[src/rtl/afilt_pkg.sv]
package afilt_pkg;
    typedef enum logic [1:0] {
        ST_IDLE    = 2'd0,
        ST_COLLECT = 2'd1,
        ST_DONE    = 2'd2
    } afilt_state_e;
endpackage

[src/rtl/afilt_collect.sv]
module afilt_collect #(
    parameter int BYTE_W = 8
) (
    input  logic                  clk,
    input  logic                  rst_n,
    input  logic                  clear,
    input  logic                  take,
    input  logic                  bit_in,
    input  logic                  len16_q,
    output logic [2*BYTE_W-1:0]   cand,
    output logic                  last
);
    localparam int WIDE_W = 2 * BYTE_W;
    localparam int CNT_W  = $clog2(WIDE_W);

    logic [WIDE_W-1:0] held;
    logic [CNT_W-1:0]  cnt;
    logic [CNT_W-1:0]  top_idx;

    assign top_idx = len16_q ? CNT_W'(WIDE_W - 1) : CNT_W'(BYTE_W - 1);

    // candidate address: held bits with the bit being strobed placed at its slot
    always_comb begin
        cand = held;
        if (take) begin
            cand[cnt] = bit_in;
        end
    end

    assign last = take && (cnt == top_idx);

    always_ff @(posedge clk) begin
        if (!rst_n) begin
            held <= '0;
            cnt  <= '0;
        end else if (clear) begin
            held <= '0;
            cnt  <= '0;
        end else if (take) begin
            held <= cand;
            cnt  <= cnt + CNT_W'(1);
        end
    end


    // cnt_range_chk
    cnt_range_chk: assert property (@(posedge clk) disable iff (!rst_n)
        take |-> (cnt <= top_idx));

endmodule

[src/rtl/afilt_match.sv]
module afilt_match #(
    parameter int BYTE_W = 8
) (
    input  logic [2*BYTE_W-1:0] cand,
    input  logic                len16_q,
    input  logic [BYTE_W-1:0]   match_r0,
    input  logic [BYTE_W-1:0]   match_r1,
    input  logic [BYTE_W-1:0]   match_r2,
    input  logic [BYTE_W-1:0]   match_r3,
    input  logic [BYTE_W-1:0]   ign_mask0,
    input  logic [BYTE_W-1:0]   ign_mask1,
    output logic                hit
);
    localparam int NUM_VAL  = 4;
    localparam int NUM_PAIR = NUM_VAL / 2;

    logic [BYTE_W-1:0] vals [NUM_VAL];
    logic [BYTE_W-1:0] msks [NUM_VAL];
    logic [NUM_VAL-1:0]  narrow_hit;
    logic [NUM_PAIR-1:0] wide_hit;

    assign vals[0] = match_r0;
    assign vals[1] = match_r1;
    assign vals[2] = match_r2;
    assign vals[3] = match_r3;
    assign msks[0] = ign_mask0;
    assign msks[1] = ign_mask1;
    assign msks[2] = '0;
    assign msks[3] = '0;

    for (genvar g = 0; g < NUM_VAL; g++) begin : g_narrow
        assign narrow_hit[g] =
            (((cand[BYTE_W-1:0] ^ vals[g]) & ~msks[g]) == '0);
    end

    for (genvar p = 0; p < NUM_PAIR; p++) begin : g_wide
        assign wide_hit[p] =
            (((cand ^ {vals[2*p+1], vals[2*p]}) & ~{msks[2*p+1], msks[2*p]}) == '0);
    end

    assign hit = len16_q ? |wide_hit : |narrow_hit;


    always_comb begin
        if (!len16_q && (cand[BYTE_W-1:0] == match_r3)) begin
            r3_exact_chk: assert (hit);
        end
    end

endmodule

[src/rtl/serial_addr_filter.sv]
module serial_addr_filter #(
    parameter int BYTE_W = 8
) (
    input  logic              clk,
    input  logic              rst_n,
    input  logic              frame_start,
    input  logic              bit_valid,
    input  logic              bit_in,
    input  logic              len16,
    input  logic [BYTE_W-1:0] match_r0,
    input  logic [BYTE_W-1:0] match_r1,
    input  logic [BYTE_W-1:0] match_r2,
    input  logic [BYTE_W-1:0] match_r3,
    input  logic [BYTE_W-1:0] ign_mask0,
    input  logic [BYTE_W-1:0] ign_mask1,
    output logic              accept,
    output logic              reject
);
    import afilt_pkg::*;

    localparam int WIDE_W = 2 * BYTE_W;

    afilt_state_e      state, state_nx;
    logic              len16_q;
    logic              take;
    logic              last;
    logic              hit;
    logic [WIDE_W-1:0] cand;

    assign take = bit_valid && (state == ST_COLLECT) && !frame_start;

    afilt_collect #(.BYTE_W(BYTE_W)) u_collect (
        .clk     (clk),
        .rst_n   (rst_n),
        .clear   (frame_start),
        .take    (take),
        .bit_in  (bit_in),
        .len16_q (len16_q),
        .cand    (cand),
        .last    (last)
    );

    afilt_match #(.BYTE_W(BYTE_W)) u_match (
        .cand      (cand),
        .len16_q   (len16_q),
        .match_r0  (match_r0),
        .match_r1  (match_r1),
        .match_r2  (match_r2),
        .match_r3  (match_r3),
        .ign_mask0 (ign_mask0),
        .ign_mask1 (ign_mask1),
        .hit       (hit)
    );

    // next-state logic
    always_comb begin
        state_nx = state;
        unique case (state)
            ST_IDLE:    if (frame_start) state_nx = ST_COLLECT;
            ST_COLLECT: begin
                if (frame_start)  state_nx = ST_COLLECT;
                else if (last)    state_nx = ST_DONE;
            end
            ST_DONE:    if (frame_start) state_nx = ST_COLLECT;
            default:    state_nx = ST_IDLE;
        endcase
    end

    // state register and sampled length mode
    always_ff @(posedge clk) begin
        if (!rst_n) begin
            state   <= ST_IDLE;
            len16_q <= 1'b0;
        end else begin
            state <= state_nx;
            if (frame_start) begin
                len16_q <= len16;
            end
        end
    end

    // registered decision pulses
    always_ff @(posedge clk) begin
        if (!rst_n) begin
            accept <= 1'b0;
            reject <= 1'b0;
        end else begin
            accept <= last && hit;
            reject <= last && !hit;
        end
    end


    decision_timing_chk: assert property (@(posedge clk) disable iff (!rst_n)
        (accept || reject) |-> ($past(bit_valid) && ($past(state) == ST_COLLECT)
                                && (state == ST_DONE)));


    pulse_len_chk: assert property (@(posedge clk) disable iff (!rst_n)
        (accept || reject) |=> !(accept || reject));


    start_quiet_chk: assert property (@(posedge clk) disable iff (!rst_n)
        frame_start |=> !(accept || reject));


    done_hold_chk: assert property (@(posedge clk) disable iff (!rst_n)
        (state == ST_DONE && !frame_start) |=> (state == ST_DONE));

endmodule

[config.mk]
export PLATFORM = sky130hd
export DESIGN_NAME = serial_addr_filter
export DESIGN_NICKNAME = d
export VERILOG_FILES = /design/src/rtl/afilt_pkg.sv /design/src/rtl/afilt_collect.sv /design/src/rtl/afilt_match.sv /design/src/rtl/serial_addr_filter.sv
export SDC_FILE = /design/constraint.sdc
export NUM_CORES = 1
export LEC_CHECK = 0
export ABC_AREA = 1
export CAP_MARGIN = 20
export CELL_PAD_IN_SITES_DETAIL_PLACEMENT = 2
export CELL_PAD_IN_SITES_GLOBAL_PLACEMENT = 2
export CORE_MARGIN = 2
export CORE_UTILIZATION = 24
export CTS_BUF_LIST = sky130_fd_sc_hd__clkbuf_4
export DETAILED_ROUTE_END_ITERATION = 12
export PLACE_DENSITY_LB_ADDON = 0.1
export SKIP_CTS_REPAIR_TIMING = 1
export SLEW_MARGIN = 10
export SYNTH_ARGS = -nofsm -noshare
export SYNTH_HDL_FRONTEND = slang
export SYNTH_HIERARCHICAL = 1
export SYNTH_SLANG_ARGS = --single-unit
[constraint.sdc]
create_clock -name clk -period 2.6 [get_ports clk]
set_input_delay 0.78 -clock clk [delete_from_list [all_inputs] [get_ports clk]]
set_output_delay 0.78 -clock clk [all_outputs]
set_load 0.01 [all_outputs]
# Yosys cells after proc, flatten, opt, wreduce, memory -nomap -nowiden

Index checks and enable logic that the tools add are counted.
Widths: inputs -> output; s select.

Bits in registers: 25
Output and inout port bits: 2

$add $sub $neg: 1
$lt $le $gt $ge: 2
Eq/ne operators: 5
Muxes and demuxes: 10
Bitwise logic cells: 13
Reductions and logical operators: 20

Operators by type and width:

| cell                | count |
|---|---|
| $logic_not 16->1    | 2 |
| $logic_not 8->1     | 4 |
| $xor 16x16->16      | 2 |
| $xor 8x8->8         | 4 |
| $and 16x16->16      | 1 |
| $and 8x8->8         | 2 |
| $bwmux 16           | 1 |
| $mux 16             | 1 |
| $not 16->16         | 1 |
| $not 8->8           | 2 |
| $logic_and 1x1->1   | 6 |
| $mux 2              | 3 |
| $reduce_or 2->1     | 3 |
| $lt 4x5->1 const B  | 1 |
| $add 4x1->4 const B | 1 |
| $demux 1 s4         | 1 |
| $eq 4x4->1          | 1 |
| $ge 4x1->1 const B  | 1 |
| $mux 4              | 1 |
| $pmux 2 s2          | 1 |
| $reduce_or 4->1     | 1 |
| $ne 3x3->1 const B  | 1 |
| $eq 2x1->1 const B  | 1 |
| $eq 2x2->1 const B  | 1 |
| other kinds (6)     | 8 |

# Depth between registers and ports, before layout

Gate-level depths: netlist (run 1).

Word-level depth: 13
Depth in mapped cells: 22

# Hierarchy

The synthesis (run 1) kept the hierarchy.

Modules (own cells, without submodules):

| module             | instances | cells each | area an instance (um^2) | sequential area each (um^2) |
|---|---|---|---|---|
| afilt_collect      | 1         | 173        | 1,071.0                 | 400.4 |
| afilt_match        | 1         | 208        | 922.1                   | 0.0 |
| serial_addr_filter | 1         | 26         | 185.2                   | 100.1 |

# Worst setup path before layout (run 1)

Ideal clock, no wire load.

Path type: input -> register
Start: input port bit_valid
End: register reject
Arrival time: 2.250 ns
Required time: 2.522 ns
Slack: 0.272 ns
Stages: 19
Path buffers: 1
Cells stage by stage: nand3_1 -> nor2_1 -> buf_2 -> nand2_1 -> inv_1 -> nand2_1 -> nand2_1 -> nand2_1 -> inv_1 -> inv_1 -> nand2_1 -> nand3_1 -> nand2_1 -> inv_1 -> nand2_1 -> nor2_1 -> nand2_1 -> nand3_2 -> nor3_1

Cells in the longest elaborated chain, start to end: 10

Ends and longest elaborated chain:

| what                                                | line                                 | source |
|---|---|---|
| from (decl)                                         | serial_addr_filter.sv:7              | `input logic bit_valid,` |
| $logic_and 1x1->1 * (2 in a row)                    | serial_addr_filter.sv:30             | `assign take = bit_valid && (state == ST_COLLECT) && !frame_start;` |
| named net take                                      | serial_addr_filter.sv:25             | `logic take;` |
| $mux 16 *                                           | afilt_collect.sv:25                  | `if (take) begin` |
| named net cand[7]                                   | serial_addr_filter.sv:28             | `logic [WIDE_W-1:0] cand;` |
| $xor 8x8->8 or $xor 16x16->16 (tied branches)       | afilt_match.sv:33, afilt_match.sv:38 |  |
| $and 8x8->8 or $and 16x16->16 (tied branches)       | afilt_match.sv:33, afilt_match.sv:38 |  |
| $logic_not 8->1 or $logic_not 16->1 (tied branches) | afilt_match.sv:33, afilt_match.sv:38 |  |
| $reduce_or 4->1 or $reduce_or 2->1 (tied branches)  | afilt_match.sv:41                    | `assign hit = len16_q ? \|wide_hit : \|narrow_hit;` |
| $mux 1 *                                            | afilt_match.sv:41                    |  |
| named net hit                                       | serial_addr_filter.sv:27             | `logic hit;` |
| $logic_not 1->1 *                                   | serial_addr_filter.sv:89             | `reject <= last && !hit;` |
| $logic_and 1x1->1 *                                 | serial_addr_filter.sv:89             |  |
| to (signal assigned)                                | serial_addr_filter.sv:89             |  |
| to (decl)                                           | serial_addr_filter.sv:17             | `output logic reject` |

Mark *: on every way through the listed nets, which the timed path passes. The rest lies on a longest branch.
A chain may end at the register's enable or synchronous reset.

# Final worst setup path (run 1)

Start: input port bit_in
End: register accept

Cells in the longest elaborated chain, start to end: 8

Ends and longest elaborated chain:

| what                 | line                     | source |
|---|---|---|
| from (decl)          | serial_addr_filter.sv:8  | `input logic bit_in,` |
| $bwmux 16 *          | afilt_collect.sv:26      | `cand[cnt] = bit_in;` |
| $mux 16 *            | afilt_collect.sv:25      |  |
| named net cand[15]   | serial_addr_filter.sv:28 |  |
| $xor 16x16->16       | afilt_match.sv:38        | `(((cand ^ {vals[2*p+1], vals[2*p]}) & ~{msks[2*p+1], msks[2*p]}) == '0);` |
| $and 16x16->16       | afilt_match.sv:38        |  |
| $logic_not 16->1     | afilt_match.sv:38        |  |
| $reduce_or 2->1 *    | afilt_match.sv:41        |  |
| $mux 1 *             | afilt_match.sv:41        |  |
| named net hit        | serial_addr_filter.sv:27 |  |
| $logic_and 1x1->1 *  | serial_addr_filter.sv:88 | `accept <= last && hit;` |
| to (signal assigned) | serial_addr_filter.sv:88 |  |
| to (decl)            | serial_addr_filter.sv:16 | `output logic accept,` |

Marked as above.

==> flow_summary_export.csv, run 1 <==
group,metric,value,unit
worst_setup_path,slowest_delay,460,ps
yosys,ys_async_sr_fraction,0,%
clock_network,htree_num_levels,1,
layout,layout_common_cells,"nand2_1 (128), inv_1 (79), clkdlybuf4s50_1 (53)",
grt,gr-total-overflow,0,
sta,maxSlewViolCount,0,
clock_network,clk_latency,320,ps
clock_network,clkTransAtPathRegs,150,ps
die,die_w,99.27,µm
min_path,min_to,"state[0]",
sta,rsz0062_at_grt,"no",
worst_setup_path,path_buf_inv,5,
drt,drc,0,
sta,hold_violations,0,
place,place_congestion,0.7779,
pwr,p_leak,1.660,nW
yosys,ys_warn_count,6,
sta,slew_headroom,74.50,%
worst_setup_path,ff2ff_setup_slack,290,ps
yosys,synth_nets,465,
drt,wirelength,8690,µm
die,core_area,8763,µm²
layout,drive_gt1_share,21.24,%
worst_setup_path,cp.required,2880,ps
worst_setup_path,cp-end-kind,"flip-flop",
clock_network,root_buffer,"clkbuf_4",
worst_setup_path,r2r_start,"u_collect/cnt[0]",
clock_network,cts_made_buffers,3,
clock_network,clock_path_buffers,2,
worst_setup_path,cp_top_family,"buffers and inverters",
sta,setup_violations,0,
worst_setup_path,critical_path.max_fanout,13,
outcome,status,"finished, final reports clean",
yosys,syn_inst,407,
yosys,synth_edf_count,0,
worst_setup_path,timing.rr.end,"accept",
die,row_count,34,
pwr,worst_ir_drop_vdd,0.2171,mV
worst_setup_path,crit_top_cell,"nand2_1",
sta,fmax,0.4099,GHz
layout,syn_to_final_growth,53.88,%
worst_setup_path,r2r_cells,16,
min_path,min_from,"state[1]",
layout,final_common_cell,"nand2_1",
place,dp.cells,592,
yosys,synthFlopType,"dfxtp_1",
grt,grt_pass1_wl,13440,µm
min_path,worstHoldPathType,"flip-flop to flip-flop",
sta,worst_slew_pin_slew,382.2,ps
pwr,total_power,0.8067,mW
drt,first_pass_iters,4,
clock_network,cts_num_sinks,25,
yosys,synth_cell_type_count,23,
place,place_hpwl,6823,µm
drt,wl_per_cell,14.32,µm
grt,track_usage,16.73,%
min_path,holdPathStages,3,
layout,num-nets-final,558,
worst_setup_path,crit_arrival,2720,ps
clock_network,cts_tree,"yes",
drt,vias,2690,
layout,antenna_cells,0,
yosys,yosysSeqAreaShare,22.98,%
worst_setup_path,crit_type,"input port to flip-flop",
sta,fin_crit_sh,93.82,%
die,start_util,24.86,%
die,ios,56,
drt,viasPerCell,4.432,
sta,skew,11.39,ps
yosys,syn-cell-area,2178,µm²
worst_setup_path,critical_path.slowest_cell,"clkdlybuf4s50_1",
flow_run,drv_cap,0,
die,die_area,9855,µm²
sta,finalCriticalPeriod,2439,ps
place,portBuffers,55,
die,die_y,99.27,µm
layout,final_cells,607,
grt,grt_max_degree,18,
pwr,powerDensity,240.7,nW/µm²
worst_setup_path,crit_chain,"clkdlybuf4s50_1 -> inv_1 -> buf_12 -> buf_4 -> nand3_1 -> nand2_2 -> inv_1 -> xnor2_1 -> nand2_1 -> nor2_1 -> nand2_1 -> nand2_1 -> nand2_1 -> nand3_2 -> nand2_2 -> nor2_2",
worst_setup_path,startpoint_type,"input port",
grt,grt_pass1_vias,2897,
drt,ant_nets,0,
grt,antenna_found_initial,0,
drt,drtIter0Drc,32,
layout,fillers,1120,
yosys,synth_area_per_cell,5.352,µm²
yosys,synth_seq_cells,25,
==> Yosys cell counts (3+ instances only) <==
master | number | area [µm²]
o21ai_0 | 4 | 20.02
a21oi_1 | 4 | 20.02
nand4_1 | 3 | 18.77
buf_2 | 3 | 15.01
nand3b_1 | 5 | 37.54
inv_1 | 97 | 364.1
inv_2 | 3 | 11.26
nor2_1 | 40 | 150.1
ha_1 | 4 | 50.05
dfxtp_1 | 25 | 500.5
nand3_1 | 36 | 180.2
o21ai_1 | 3 | 15.01
nand2_1 | 152 | 570.6
xnor2_1 | 16 | 140.1
==> where the power goes <==
| group | switching, mW | leakage (nW) | internal [mW] | total, mW |
|---|---|---|---|---|
| clock network | 0.124 | 0.0177 | 0.0576 | 0.182 |
| registers | 0.00402 | 0.202 | 0.387 | 0.391 |
| logic | 0.109 | 1.44 | 0.126 | 0.234 |
| total | 0.237 | 1.66 | 0.570 | 0.807 |
==> tightest hold or removal path, cell delays in order (launching register included) <==
cell and delay [ps]:
dfxtp_1 360, nand2_1 70, nand2_1 60, a21oi_1 30
==> how the worst max path moves through the flow <==
| stage | end | from | slack, ps | cells past startpoint |
|---|---|---|---|---|
| after floorplan | reject | bit_valid | 270 | 19 |
| after global placement | accept | bit_valid | -610 | 20 |
| after detailed placement | accept | bit_valid | -700 | 20 |
| after CTS | accept | bit_valid | -350 | 20 |
| after global routing | accept | bit_in | 9 | 17 |
| final | accept | bit_in | 160 | 16 |
==> layout make-up <==
cell class,count,area [µm²],area share [%]
well taps,108,135.1,4.031
clock inverters,1,5.005,0.1493
flip-flops and latches,25,500.5,14.93
clock buffers,3,22.52,0.6719
multi-input cells,276,1415,42.22
inverters,101,409.1,12.21
repair buffers,93,864.6,25.79
==> sequential cells by signal, summed over array words and instances, names as in the netlist <==
name            flops
accept              1
len16_q             1
reject              1
state               2
u_collect/cnt       4
u_collect/held     16
==> per-layer routing <==
layer  wire length, µm  global-route usage [%]  part of all wire [%]
met5                 0                       0                     0
met4               210                   4.320                   2.4
met3               285                   1.195                   3.3
met2              4503                   31.44                    52
met1              3690                   20.50                    42
==> per-stage QoR <==
stage,setup TNS [ps],setup slack [ps],utilization [%],area (µm²),hold WS (ps)
floorplan,0,271.8,-,2178,482.9
global placement,-1184,-606.7,34.87,3055,514.4
detailed placement,-1301,-696.2,34.87,3055,537.7
CTS,-597.7,-349.0,35.18,3083,560.2
global route,0,9.231,38.25,3352,584.3
finish,0,160.6,38.25,3352,551.1
==> cells by family (layout without fill, tap and decap cells) <==
| group | count (synthesis) | in the layout | share of synthesized area [%] |
|---|---|---|---|
| AND/OR/NAND/NOR | 243 | 243 | 46.47 |
| flip-flops | 25 | 25 | 22.98 |
| adder cells (fa/ha/maj) | 4 | 4 | 2.298 |
| AO/OA/AOI/OAI | 12 | 12 | 2.929 |
| XOR/XNOR | 17 | 17 | 6.835 |
| buffers and inverters | 106 | 198 | 18.49 |
Note: power is estimated with default switching activity, not from simulation.
==> run 2: changes to the inputs <==
Settings changed: CELL_PAD_IN_SITES_DETAIL_PLACEMENT 2 to 0, CELL_PAD_IN_SITES_GLOBAL_PLACEMENT 2 to 1, CORE_MARGIN 2 to default, CORE_UTILIZATION 24 to 33.
==> flow_summary_export.csv, run 2 (same netlist as run 1, synthesis figures left out) <==
group,metric,value,unit
grt,grt_pass1_wl,9515,µm
drt,vias,2396,
drt,viasPerCell,4.189,
layout,num-nets-final,554,
worst_setup_path,r2r_cells,18,
min_path,min_to,"state[0]",
die,die_y,83.25,µm
drt,wirelength,5795,µm
drt,wl_per_cell,10.13,µm
die,core_area,6350,µm²
worst_setup_path,cp-end-kind,"flip-flop",
flow_run,drv_cap,0,
clock_network,clkTransAtPathRegs,150,ps
sta,final.setup.tns,0,ps
place,place_hpwl,4741,µm
layout,drive_gt1_share,18.18,%
worst_setup_path,crit_arrival,2580,ps
worst_setup_path,ff2ff_setup_slack,480,ps
die,die_w,83.25,µm
layout,finish.instance_area,3226,µm²
worst_setup_path,startpoint_type,"input port",
worst_setup_path,r2r_start,"u_collect/cnt[0]",
worst_setup_path,crit_top_cell,"nand2_1",
layout,final_core_util,50.80,%
die,die_area,6930,µm²
place,place_congestion,0.7832,
layout,final_common_cell,"nand2_1",
grt,antenna_found_initial,0,
min_path,min_from,"state[0]",
clock_network,clock_path_buffers,2,
worst_setup_path,crit_type,"input port to flip-flop",
layout,syn_to_final_growth,48.08,%
layout,fillers,686,
place,dp.cells,560,
layout,final_cells,572,
sta,fmax,0.4340,GHz
worst_setup_path,critical_path.slowest_cell,"clkdlybuf4s50_1",
worst_setup_path,critical_path.max_fanout,13,
pwr,powerDensity,244.3,nW/µm²
sta,setup_violations,0,
outcome,status,"finished, final reports clean",
grt,track_usage,16.83,%
drt,ant_nets,0,
min_path,worstHoldPathType,"flip-flop to flip-flop",
layout,layout_common_cells,"nand2_1 (136), inv_1 (78), clkdlybuf4s50_1 (53)",
clock_network,clk_latency,320,ps
layout,reg_top3,"u_collect/held: 16 flops, u_collect/cnt: 4 flops, state: 2 flops",
sta,finalCriticalPeriod,2304,ps
drt,drc,0,
die,row_count,29,
clock_network,root_buffer,"clkbuf_4",
sta,rsz0062_at_grt,"no",
worst_setup_path,cp.required,2880,ps
grt,grt_max_degree,16,
sta,skew,11.76,ps
place,portBuffers,55,
worst_setup_path,slowest_delay,390,ps
layout,largest_reg_flops,16,
min_path,holdPathStages,2,
sta,hold_violations,0,
die,ios,56,
sta,fin_crit_sh,88.61,%
drt,first_pass_iters,4,
sta,worst_slew_pin_slew,331.5,ps
place,pre_cts_slack,-523.3,ps
sta,slew_headroom,77.88,%
clock_network,cts_num_sinks,25,
layout,regArea,500.5,µm²
grt,gr-total-overflow,0,
layout,multi_input_area,1368,µm²
clock_network,htree_num_levels,1,
pwr,p_leak,1.643,nW
layout,antenna_cells,0,
layout,top_register,"u_collect/held",
worst_setup_path,timing.rr.end,"accept",
place,post_dp_cell_area,3009,µm²
clock_network,cts_tree,"yes",
sta,layout_setup_ws,296.0,ps
worst_setup_path,crit_chain,"clkdlybuf4s50_1 -> inv_1 -> buf_12 -> nand3_1 -> nand2_2 -> inv_2 -> inv_1 -> nand2_1 -> nand3_1 -> nand2_1 -> nor2_2 -> nand2_1 -> nand2_1 -> nand2_1 -> nand3_2 -> nand2_1 -> nor2_1",
die,start_util,34.31,%
clock_network,cts_made_buffers,3,
drt,drtIter0Drc,55,
pwr,worst_ir_drop_vdd,0.2762,mV
sta,maxSlewViolCount,0,
grt,grt_pass1_vias,2130,
run 2: changes by cell type in the layout (fill, tap and decap cells not counted), moves of 6 or more:
cell | before | now
nand2_2 | 21 | 12
nand2_1 | 128 | 136
nand3_1 | 29 | 35
nand3_2 | 8 | 2
run 2: routing by layer:
metal	GRT usage (%)	vias to the layer above	routed length (µm)
li1	-	1363	-
met1	22.30	1003	2785
met2	29.51	28	2809
met3	1.193	2	171
met4	4.232	0	28
met5	0	-	0
run 2: power breakdown:
group,leakage (nW),total (mW),switching [mW],internal (mW)
registers,0.202,0.391,0.00432,0.387
clock network,0.0139,0.180,0.121,0.0587
logic,1.43,0.217,0.0932,0.124
run 2: area by class of cell:
cell class,count,area share (%)
inverter,101,12.53
clock inverter,1,0.2327
multi-input combinational,276,42.40
tap,77,2.987
sequential,25,15.52
clock buffer,3,0.6982
timing repair buffer,89,25.64
run 2: worst max-delay path, delay by kind of cell:
kind	cells	cell delay, ps
buffers and inverters	5	850
and+or+nand+nor	12	920
run 2: how the worst max path moves through the flow:
stage	to	start	cells past startpoint	slack [ps]
finish	accept	bit_in	17	300
floorplan	reject	bit_valid	19	270
global placement	reject	bit_valid	20	-540
global route	accept	bit_in	14	110
detailed placement	reject	bit_valid	20	-520
CTS	reject	bit_valid	20	-170
run 2: stage by stage:
stage | hold slack, ps | power, mW
finish | 539.8 | 0.7881
CTS | 536.9 | 0.7915
detailed placement | 516.6 | 0.6062
global route | 564.0 | 0.8454
global placement | 503.1 | 0.6069
floorplan | 482.9 | 0.4857
==> run 3: changes to the inputs <==
Settings changed: CTS_CLUSTER_SIZE from default to 12.
==> results of run 3 <==
Same layout as run 2: the final DEF is identical, and so are final timing and power.
